File: src/rtl/scc_pkg.sv
package scc_pkg;
    typedef enum logic [1:0] {
        LS_INV = 2'd0,
        LS_SHR = 2'd1,
        LS_EXC = 2'd2
    } line_st_t;

    typedef enum logic [1:0] {
        BC_NONE   = 2'd0,
        BC_RDMISS = 2'd1,
        BC_WRMISS = 2'd2,
        BC_WRBACK = 2'd3
    } bus_cmd_t;

    typedef enum logic [2:0] {
        C_IDLE,
        C_WBREQ,
        C_MISSREQ,
        C_FILL,
        C_DONE
    } ctl_st_t;
endpackage

File: src/rtl/scc_line_store.sv
module scc_line_store
    import scc_pkg::*;
#(
    parameter int LINES  = 8,
    parameter int IDX_W  = 3,
    parameter int TAG_W  = 7,
    parameter int DATA_W = 16
) (
    input  logic              clk,
    input  logic              rst_n,
    input  logic [IDX_W-1:0]  c_idx,
    output line_st_t          c_st,
    output logic [TAG_W-1:0]  c_tag,
    output logic [DATA_W-1:0] c_data,
    input  logic [IDX_W-1:0]  s_idx,
    output line_st_t          s_st,
    output logic [TAG_W-1:0]  s_tag,
    output logic [DATA_W-1:0] s_data,
    input  logic              s_we,
    input  line_st_t          s_new_st,
    input  logic              u_we,
    input  logic [IDX_W-1:0]  u_idx,
    input  line_st_t          u_st,
    input  logic [TAG_W-1:0]  u_tag,
    input  logic [DATA_W-1:0] u_data
);
    line_st_t          st_q   [LINES];
    logic [TAG_W-1:0]  tag_q  [LINES];
    logic [DATA_W-1:0] data_q [LINES];

    for (genvar g = 0; g < LINES; g++) begin : g_line
        always_ff @(posedge clk) begin
            if (!rst_n) begin
                st_q[g]   <= LS_INV;
                tag_q[g]  <= '0;
                data_q[g] <= '0;
            end else if (u_we && u_idx == IDX_W'(g)) begin
                st_q[g]   <= u_st;
                tag_q[g]  <= u_tag;
                data_q[g] <= u_data;
            end else if (s_we && s_idx == IDX_W'(g)) begin
                st_q[g]   <= s_new_st;
            end
        end
    end

    assign c_st   = st_q[c_idx];
    assign c_tag  = tag_q[c_idx];
    assign c_data = data_q[c_idx];
    assign s_st   = st_q[s_idx];
    assign s_tag  = tag_q[s_idx];
    assign s_data = data_q[s_idx];
endmodule

File: src/rtl/scc_snoop.sv
module scc_snoop
    import scc_pkg::*;
#(
    parameter int TAG_W  = 7,
    parameter int DATA_W = 16,
    parameter int SRC_W  = 2,
    parameter int MY_ID  = 0
) (
    input  logic              snp_valid,
    input  logic [1:0]        snp_cmd,
    input  logic [TAG_W-1:0]  snp_tag,
    input  logic [SRC_W-1:0]  snp_src,
    input  line_st_t          l_st,
    input  logic [TAG_W-1:0]  l_tag,
    input  logic [DATA_W-1:0] l_data,
    output logic              act,
    output line_st_t          new_st,
    output logic              abort,
    output logic [DATA_W-1:0] wb_data
);
    logic match;

    assign match = snp_valid && (snp_src != SRC_W'(MY_ID)) &&
                   (l_st != LS_INV) && (l_tag == snp_tag);

    always_comb begin
        act     = 1'b0;
        new_st  = l_st;
        abort   = 1'b0;
        wb_data = '0;
        if (match) begin
            unique case (l_st)
                LS_SHR: begin
                    if (snp_cmd == BC_WRMISS) begin
                        act    = 1'b1;
                        new_st = LS_INV;
                    end
                end
                LS_EXC: begin
                    if (snp_cmd == BC_RDMISS || snp_cmd == BC_WRMISS) begin
                        act     = 1'b1;
                        abort   = 1'b1;
                        wb_data = l_data;
                        new_st  = (snp_cmd == BC_RDMISS) ? LS_SHR : LS_INV;
                    end
                end
                default: ;
            endcase
        end
    end
endmodule

File: src/rtl/scc_ctrl.sv
module scc_ctrl
    import scc_pkg::*;
#(
    parameter int IDX_W  = 3,
    parameter int TAG_W  = 7,
    parameter int DATA_W = 16,
    localparam int ADDR_W = IDX_W + TAG_W
) (
    input  logic              clk,
    input  logic              rst_n,
    input  logic              cpu_req,
    input  logic              cpu_we,
    input  logic [IDX_W-1:0]  cpu_idx,
    input  logic [TAG_W-1:0]  cpu_tag,
    input  logic [DATA_W-1:0] cpu_wdata,
    output logic              cpu_ack,
    output logic [DATA_W-1:0] cpu_rdata,
    input  line_st_t          l_st,
    input  logic [TAG_W-1:0]  l_tag,
    input  logic [DATA_W-1:0] l_data,
    input  logic              snp_here,
    output logic              bus_req,
    input  logic              bus_gnt,
    output logic              bus_valid,
    output logic [1:0]        bus_cmd,
    output logic [ADDR_W-1:0] bus_addr,
    output logic [DATA_W-1:0] bus_data,
    input  logic              fill_valid,
    input  logic [DATA_W-1:0] fill_data,
    output logic              u_we,
    output line_st_t          u_st,
    output logic [TAG_W-1:0]  u_tag,
    output logic [DATA_W-1:0] u_data
);
    ctl_st_t           st_q, st_d;
    logic [DATA_W-1:0] rdata_q, rdata_d;
    logic              tag_eq, is_hit, dirty_victim;
    line_st_t          fill_st;

    assign tag_eq       = (l_tag == cpu_tag);
    assign is_hit       = (l_st != LS_INV) && tag_eq && (!cpu_we || l_st == LS_EXC);
    assign dirty_victim = (l_st == LS_EXC) && !tag_eq;
    assign fill_st      = cpu_we ? LS_EXC : LS_SHR;

    always_ff @(posedge clk) begin
        if (!rst_n) begin
            st_q    <= C_IDLE;
            rdata_q <= '0;
        end else begin
            st_q    <= st_d;
            rdata_q <= rdata_d;
        end
    end

    always_comb begin
        st_d      = st_q;
        rdata_d   = rdata_q;
        bus_req   = 1'b0;
        bus_valid = 1'b0;
        bus_cmd   = BC_NONE;
        bus_addr  = '0;
        bus_data  = '0;
        u_we      = 1'b0;
        u_st      = l_st;
        u_tag     = l_tag;
        u_data    = l_data;
        unique case (st_q)
            C_IDLE: begin
                if (cpu_req && !snp_here) begin
                    if (is_hit) begin
                        st_d    = C_DONE;
                        rdata_d = cpu_we ? cpu_wdata : l_data;
                        if (cpu_we) begin
                            u_we   = 1'b1;
                            u_data = cpu_wdata;
                        end
                    end else if (dirty_victim) begin
                        st_d = C_WBREQ;
                    end else begin
                        st_d = C_MISSREQ;
                    end
                end
            end
            C_WBREQ: begin
                bus_req = 1'b1;
                if (snp_here) begin
                    st_d = C_IDLE;
                end else if (bus_gnt) begin
                    bus_valid = 1'b1;
                    bus_cmd   = BC_WRBACK;
                    bus_addr  = {l_tag, cpu_idx};
                    bus_data  = l_data;
                    u_we      = 1'b1;
                    u_st      = LS_INV;
                    st_d      = C_MISSREQ;
                end
            end
            C_MISSREQ: begin
                bus_req = 1'b1;
                if (snp_here) begin
                    st_d = C_IDLE;
                end else if (bus_gnt) begin
                    bus_valid = 1'b1;
                    bus_cmd   = cpu_we ? BC_WRMISS : BC_RDMISS;
                    bus_addr  = {cpu_tag, cpu_idx};
                    u_we      = 1'b1;
                    u_st      = fill_st;
                    u_tag     = cpu_tag;
                    st_d      = C_FILL;
                end
            end
            C_FILL: begin
                if (fill_valid) begin
                    u_we    = 1'b1;
                    u_st    = fill_st;
                    u_tag   = cpu_tag;
                    u_data  = cpu_we ? cpu_wdata : fill_data;
                    rdata_d = u_data;
                    st_d    = C_DONE;
                end
            end
            C_DONE: st_d = C_IDLE;
            default: st_d = C_IDLE;
        endcase
    end

    assign cpu_ack   = (st_q == C_DONE);
    assign cpu_rdata = rdata_q;
endmodule

File: src/rtl/snoop_cache_ctrl.sv
module snoop_cache_ctrl
    import scc_pkg::*;
#(
    parameter int LINES  = 8,
    parameter int ADDR_W = 10,
    parameter int DATA_W = 16,
    parameter int SRC_W  = 2,
    parameter int MY_ID  = 0
) (
    input  logic              clk,
    input  logic              rst_n,
    input  logic              cpu_req,
    input  logic              cpu_we,
    input  logic [ADDR_W-1:0] cpu_addr,
    input  logic [DATA_W-1:0] cpu_wdata,
    output logic              cpu_ack,
    output logic [DATA_W-1:0] cpu_rdata,
    output logic              bus_req,
    input  logic              bus_gnt,
    output logic              bus_valid,
    output logic [1:0]        bus_cmd,
    output logic [ADDR_W-1:0] bus_addr,
    output logic [DATA_W-1:0] bus_data,
    input  logic              fill_valid,
    input  logic [DATA_W-1:0] fill_data,
    input  logic              snp_valid,
    input  logic [1:0]        snp_cmd,
    input  logic [ADDR_W-1:0] snp_addr,
    input  logic [SRC_W-1:0]  snp_src,
    output logic              snp_abort,
    output logic [DATA_W-1:0] snp_data
);
    localparam int IDX_W = $clog2(LINES);
    localparam int TAG_W = ADDR_W - IDX_W;

    logic [IDX_W-1:0]  c_idx, s_idx;
    logic [TAG_W-1:0]  c_tag_in, s_tag_in;
    line_st_t          c_st, s_st, s_new_st, u_st;
    logic [TAG_W-1:0]  c_tag, s_tag, u_tag;
    logic [DATA_W-1:0] c_data, s_data, u_data;
    logic              s_act, u_we, snp_here;

    assign c_idx    = cpu_addr[IDX_W-1:0];
    assign c_tag_in = cpu_addr[ADDR_W-1:IDX_W];
    assign s_idx    = snp_addr[IDX_W-1:0];
    assign s_tag_in = snp_addr[ADDR_W-1:IDX_W];
    assign snp_here = s_act && (s_idx == c_idx);

    scc_line_store #(.LINES(LINES), .IDX_W(IDX_W), .TAG_W(TAG_W), .DATA_W(DATA_W)) u_store (
        .clk(clk), .rst_n(rst_n),
        .c_idx(c_idx), .c_st(c_st), .c_tag(c_tag), .c_data(c_data),
        .s_idx(s_idx), .s_st(s_st), .s_tag(s_tag), .s_data(s_data),
        .s_we(s_act), .s_new_st(s_new_st),
        .u_we(u_we), .u_idx(c_idx), .u_st(u_st), .u_tag(u_tag), .u_data(u_data)
    );

    scc_snoop #(.TAG_W(TAG_W), .DATA_W(DATA_W), .SRC_W(SRC_W), .MY_ID(MY_ID)) u_snoop (
        .snp_valid(snp_valid), .snp_cmd(snp_cmd), .snp_tag(s_tag_in), .snp_src(snp_src),
        .l_st(s_st), .l_tag(s_tag), .l_data(s_data),
        .act(s_act), .new_st(s_new_st), .abort(snp_abort), .wb_data(snp_data)
    );

    scc_ctrl #(.IDX_W(IDX_W), .TAG_W(TAG_W), .DATA_W(DATA_W)) u_ctrl (
        .clk(clk), .rst_n(rst_n),
        .cpu_req(cpu_req), .cpu_we(cpu_we), .cpu_idx(c_idx), .cpu_tag(c_tag_in),
        .cpu_wdata(cpu_wdata), .cpu_ack(cpu_ack), .cpu_rdata(cpu_rdata),
        .l_st(c_st), .l_tag(c_tag), .l_data(c_data), .snp_here(snp_here),
        .bus_req(bus_req), .bus_gnt(bus_gnt), .bus_valid(bus_valid), .bus_cmd(bus_cmd),
        .bus_addr(bus_addr), .bus_data(bus_data),
        .fill_valid(fill_valid), .fill_data(fill_data),
        .u_we(u_we), .u_st(u_st), .u_tag(u_tag), .u_data(u_data)
    );
endmodule

File: config.mk
export PLATFORM = sky130hd
export DESIGN_NAME = snoop_cache_ctrl
export DESIGN_NICKNAME = d
export VERILOG_FILES = /design/src/rtl/scc_pkg.sv /design/src/rtl/scc_line_store.sv /design/src/rtl/scc_snoop.sv /design/src/rtl/scc_ctrl.sv /design/src/rtl/snoop_cache_ctrl.sv
export SDC_FILE = /design/constraint.sdc
export NUM_CORES = 1
export LEC_CHECK = 0
export BUFFER_PORTS_ARGS = -buffer_cell sky130_fd_sc_hd__buf_2
export CORE_MARGIN = 8
export CORE_UTILIZATION = 32
export DETAILED_ROUTE_END_ITERATION = 8
export SLEW_MARGIN = 0
export SYNTH_ARGS = -nofsm -noshare
export SYNTH_HDL_FRONTEND = slang
export SYNTH_SLANG_ARGS = --single-unit
File: constraint.sdc
create_clock -name clk -period 9.7 [get_ports clk]
set_input_delay 1.94 -clock clk [delete_from_list [all_inputs] [get_ports clk]]
set_output_delay 1.94 -clock clk [all_outputs]
set_load 0.05 [all_outputs]
Yosys cells after proc, flatten, opt, wreduce, memory -nomap -nowiden
Memories as Yosys holds them, arrays and structs flattened.
Cells that the tools add are included.

operators by class
  reductions and logical operators = 39
  muxes and demuxes = 155
  equal/unequal tests = 31
  bitwise logic cells = 32

operators by type and width
  cell                                            number
  2-to-1 mux 16 bit                               22
  2-to-1 mux 7 bit                                11
  2-to-1 mux 1 bit                                71
  case mux 16 bit (2 select lines)                2
  2-to-1 mux 2 bit                                30
  2-to-1 mux 10 bit                               4
  bitwise OR 1 bit                                32
  == test 3 bit (second input constant)           9
  logical AND 1 bit                               24
  2-to-1 mux 3 bit                                7
  case mux 10 bit (2 select lines)                1
  == test 3 x 2 -> 1 bit (second input constant)  6
  == test 7 bit                                   2
  case mux 7 bit (2 select lines)                 1
  case mux 3 bit (4 select lines)                 1
  == test 3 x 1 -> 1 bit (second input constant)  3
  zero test 3 bit                                 3
  case mux 2 bit (2 select lines)                 2
  AND reduction 4 bit                             2
  nonzero test 2 bit                              4
  == test 2 bit (second input constant)           3
  != test 3 x 2 -> 1 bit (second input constant)  2
  case mux 2 bit (3 select lines)                 1
  == test 2 x 1 -> 1 bit (second input constant)  2
  other kinds (8)                                 12

storage, ports and cells
  bits in writable memories = 200
  bits of input ports = 63
  memories = 3
  word-level logic and storage cells = 262
  register bits = 19
  output and inout bits = 64

memories
  name            depth  bits a word  rd ports  clocked after Yosys merged registers in  write ports  line                  source
  u_store.data_q  8      16           2         0                                        8            scc_line_store.sv:29  logic [DATA_W-1:0] data_q [LINES];
  u_store.tag_q   8      7            2         0                                        8            scc_line_store.sv:28  logic [TAG_W-1:0] tag_q [LINES];
  u_store.st_q    8      2            2         0                                        8            scc_line_store.sv:27  line_st_t st_q [LINES];

Depth between registers and ports, before layout
  word-level depth = 16
  depth in mapped cells = 19
  gate-level depth less buffers = 14

Hierarchy
From an unflattened synthesis, not the netlist that was laid out.

unflattened totals
  cell total of the unflattened synthesis = 998
  area total of the unflattened synthesis = 13,360.3 um^2

modules (own cells, without submodules)
  module            times used  cells each  area each (um^2)
  scc_line_store    1           698         11,026.8
  scc_ctrl          1           244         1,915.6
  scc_snoop         1           52          382.9
  snoop_cache_ctrl  1           4           35.0

Least setup slack after synthesis
OpenSTA, ideal clock, no wires.

  path type = input-to-output
  start = input snp_addr[0]
  end = output bus_addr[6]
  arrival = 5.936 ns
  path slack = 1.824 ns
  stages = 17
  path buffers = 6
  cells stage by stage = buf_2 buf_2 buf_2 mux4_2 mux2i_1 inv_1 ha_1 nand2b_1 nand2_1 nand2_1 or4_1 or3_1 buf_2 clkbuf_1 nand2_1 clkbuf_1 o21ai_0

on the way
  cells in the longest elaborated chain, start to end = 8
  elaborated cells between the ends (all ways) = 15
  classes of those cells = 4 x eq/ne; 5 x mux; 4 x reduce/logical; 2 x memory

ends and longest elaborated chain
  item                                                                        line                             source
  start, declared                                                             snoop_cache_ctrl.sv:28           input logic [ADDR_W-1:0] snp_addr,
  parallel branches: the longest is 5 deep, another holds memory (8 x 2 bit)  --
  logical AND 1 bit (*)                                                       snoop_cache_ctrl.sv:47           assign snp_here = s_act && (s_idx == c_idx);
  2-to-1 mux 10 bit, on equally long branches                                 scc_ctrl.sv:100, scc_ctrl.sv:86
  case mux 10 bit (2 select lines) (*)                                        scc_ctrl.sv:67                   unique case (st_q)
  end, declared                                                               snoop_cache_ctrl.sv:22           output logic [ADDR_W-1:0] bus_addr,

Every way passes the cells marked *.

Worst setup path after layout
  start = input snp_addr[0]
  end = output snp_data[8]

on the way
  cells in the longest elaborated chain, start to end = 5
  elaborated cells between the ends (all ways) = 11
  classes of those cells = 2 x eq/ne; 3 x mux; 3 x reduce/logical; 3 x memory

ends and longest elaborated chain
  item                                                                        line                    source
  parallel branches: the longest is 4 deep, another holds memory (8 x 7 bit)  --
  2-to-1 mux 16 bit (*)                                                       scc_snoop.sv:31         if (match) begin
  end, declared                                                               snoop_cache_ctrl.sv:31  output logic [DATA_W-1:0] snp_data

Marked as above.

==> results.toml <==
[run_status]
status = "finished, final reports clean"

[drt]
vias = 9722
routed.top_layer = "met4"
avgViaCountPerCell = 5.63
ant_nets = 0
route.met2.wl_um = 20000
wl_um = 42900
drtIter0Drc = 875
wl_per_cell_um = 24.8
wl_met1_um = 18600
drc = 0
first_pass_iters = 5
met3_length_um = 3170

[min_path]
min_path_type = "register to register"

[setup_path]
path_delay_family = "simple AND/OR/NAND/NOR gates"
worst_path_most_repeated_cell = "buf_4"
crit_path_end_kind = "output port"
worstPathArrival_ps = 6040
start_kind = "input pin"
cp_slowest_stage_delay_ps = 1110
critPathSlowestCell = "or4_1"
crit_buf_inv = 3
worstPathCellList = "buf_4 > buf_4 > mux4_2 > mux2i_1 > xnor2_1 > nor2_1 > nand4_1 > or4_1 > a21oi_1 > buf_2"
worstSetupPathType = "input pin to output port"
crit_required_ps = 7760
crit_fanout = 35

[logic_synthesis]
synth.avg_cell_area_um2 = 11.8
synth_flop_cell = "edfxtp_1"
synth_seq_cells = 219
netlist_area_um2 = 12900
ys_warn_count = 0
synthDistinctLibCells = 63
synth-edff-count = 200
async_reset_ff_share_pct = 0
syn_inst = 1094
synth_seq_area_share_pct = 49.4
syn_nets = 1162

[clock_tree]
root_buffer = "clkbuf_16"
hold_buffers = 0
cts_tree = "yes"
clk_latency_ps = 530
clk_path_buf_depth = 3
clk_pin_slew_ps = 60
postCtsResizedCells = 0
clkSinkCount = 219
htree_levels = 1
cts-buffers-inserted = 25
post_cts_buffers = 0

[placement]
dp_hpwl_um = 28500
gp_congestion = 0.854
port_buffers = 126
placed_area_um2 = 14100
place_ws_ps = 1660

[global_route]
grt_pass1_wl_um = 63600
grt_antenna_before_repair = 1
grt_use_total_pct = 17.7
grt_max_degree = 49
overflow = 0
grt_pass1_vias = 9931

[sta]
fin_crit_ps = 7980
tightest_slew_ps = 1190
finalSetupViolCount = 0
finClkSkew_ps = 18.6
slew_headroom_pct = 20.6
max_freq_mhz = 125
maxSlewViolCount = 0
final.setup.tns_ps = 0
rsz0062_at_grt = "no"
setup_slack_ps = 1720
hold_viol = 0
finalCritPeriodShare_pct = 82.3

[pwr]
powerDensity_nw_per_um2 = 186
p_sw_mw = 0.904
sw_frac_of_total_pct = 32.8
peakVddDrop_mv = 0.104
clkPwrFrac_pct = 32.9
power.leakage_nw = 5.50
intPower_mw = 1.85
seqPwrFrac_pct = 41.5
p_comb_share_pct = 25.6

[cells_and_area]
nNetsFinal = 1251
mostFrequentLayoutCell = "nor2_1"
fillers = 3956
drive_gt1_share_pct = 25.5
utilization_pct = 37.3
final_cell_mix = "nor2_1 (232), edfxtp_1 (200), buf_2 (124), mux4_2 (82), nand2_1 (68)"
final-seq-area_um2 = 6390
postLayoutCellArea_um2 = 14800
area_growth_pct = 14.7
multi_input_area_um2 = 6140

[flow_run]
drv_cap = 0

[floorplanning]
core_area_um2 = 39800
die_w_um = 217
die_y_um = 217
start_util_pct = 32.5
std_cell_rows = 73
die-area_um2 = 47100
io_pins = 127
sequential cells by signal, summed over array words and instances, names as in the netlist:
signal / count
u_store.st_q: 16
u_ctrl.st_q: 3
u_store.tag_q: 56
u_ctrl.cpu_rdata: 16
u_store.data_q: 128
worst reg2reg max path, stage by stage (launching register included):
cell	delay, ps
edfxtp_1	410
mux4_2	470
mux2i_1	360
ha_1	250
nand2_1	60
nand2_1	60
nand2_1	70
or4_1	550
nor4_1	750
a2111oi_4	350
a211oi_2	1010
or3_1	820
buf_4	360
nor2_1	80
power groups by stage:
stage	clock [mW]	sequential, mW	combinational, mW
global route	0.946	1.15	0.756
global placement	0	1.16	0.702
detailed placement	0	1.16	0.706
CTS	0.916	1.14	0.708
finish	0.907	1.14	0.706
floorplan	0	1.16	0.479
final timing paths:
kind                            slack, ps                 from  depth (start not counted)                   to
worst max-delay path                 1720          snp_addr[0]                         10          snp_data[8]
worst min-delay path                  570  u_ctrl.cpu_rdata[8]                          2  u_ctrl.cpu_rdata[8]
worst max register to register       3830   u_store.st_q[3][1]                         13  u_store.tag_q[7][2]
worst min register to register        570  u_ctrl.cpu_rdata[8]                          2  u_ctrl.cpu_rdata[8]
kinds of logic (layout without fill, tap and decap cells):
| kind of cell | Yosys count | in the layout | synth area share [%] |
|---|---|---|---|
| simple gates | 456 | 456 | 16.1 |
| flops | 219 | 219 | 49.4 |
| compound gates | 158 | 158 | 10.7 |
| other cells | 0 | 1 | 0 |
| fa+ha+maj | 5 | 5 | 0.484 |
| mux | 139 | 139 | 18.8 |
| buf+inv | 103 | 210 | 3.65 |
| xor+xnor | 14 | 14 | 0.948 |
cell usage after synthesis (all sizes together) (4+ instances only):
cell / n / area share, %
a211o: 18 / 1.2
a211oi: 22 / 1.3
a21o: 4 / 0.23
a21oi: 25 / 0.97
a221oi: 17 / 2.7
a22o: 4 / 0.27
a22oi: 5 / 0.29
and2: 6 / 0.29
and3: 24 / 1.2
buf: 47 / 2.0
clkbuf: 43 / 1.2
dfxtp: 19 / 2.9
edfxtp: 200 / 46
ha: 5 / 0.48
inv: 13 / 0.38
mux2: 6 / 0.52
mux2i: 51 / 4.0
mux4: 82 / 14
nand2: 69 / 2.0
nand2b: 28 / 1.4
nand3: 23 / 0.89
nand4: 6 / 0.29
nor2: 233 / 6.8
nor2b: 14 / 0.68
nor3: 23 / 0.89
o21ai: 14 / 0.54
o21bai: 4 / 0.23
o22ai: 14 / 0.68
o32ai: 6 / 0.41
or3: 9 / 0.44
xnor2: 8 / 0.54
xor2: 6 / 0.41
final cells by class:
cell class,instances,area share [%]
repair buffers,152,5.60
well taps,525,4.43
inverters,13,0.329
clock buffers,30,4.34
multi-input cells,772,41.4
flip-flops and latches,219,43.0
clock inverters,15,0.835
diodes,1,0.0169
per-layer routing:
metal  vias to the layer above  GRT usage [%]
met5                         -              0
met4                         0           5.48
met3                        63           3.08
met2                       432           28.9
met1                      4894           23.7
li1                       4333              -
stage by stage:
stage / power, mW / instances / hold slack [ps]
2_1_floorplan: 1.64 / 1094 / 607
6_report: 2.75 / 1727 / 570
3_5_place_dp: 1.87 / 1681 / 554
3_3_place_gp: 1.86 / 1681 / 554
4_1_cts: 2.77 / 1726 / 579
5_1_grt: 2.85 / 1727 / 589
(Power assumes the default switching activity.)
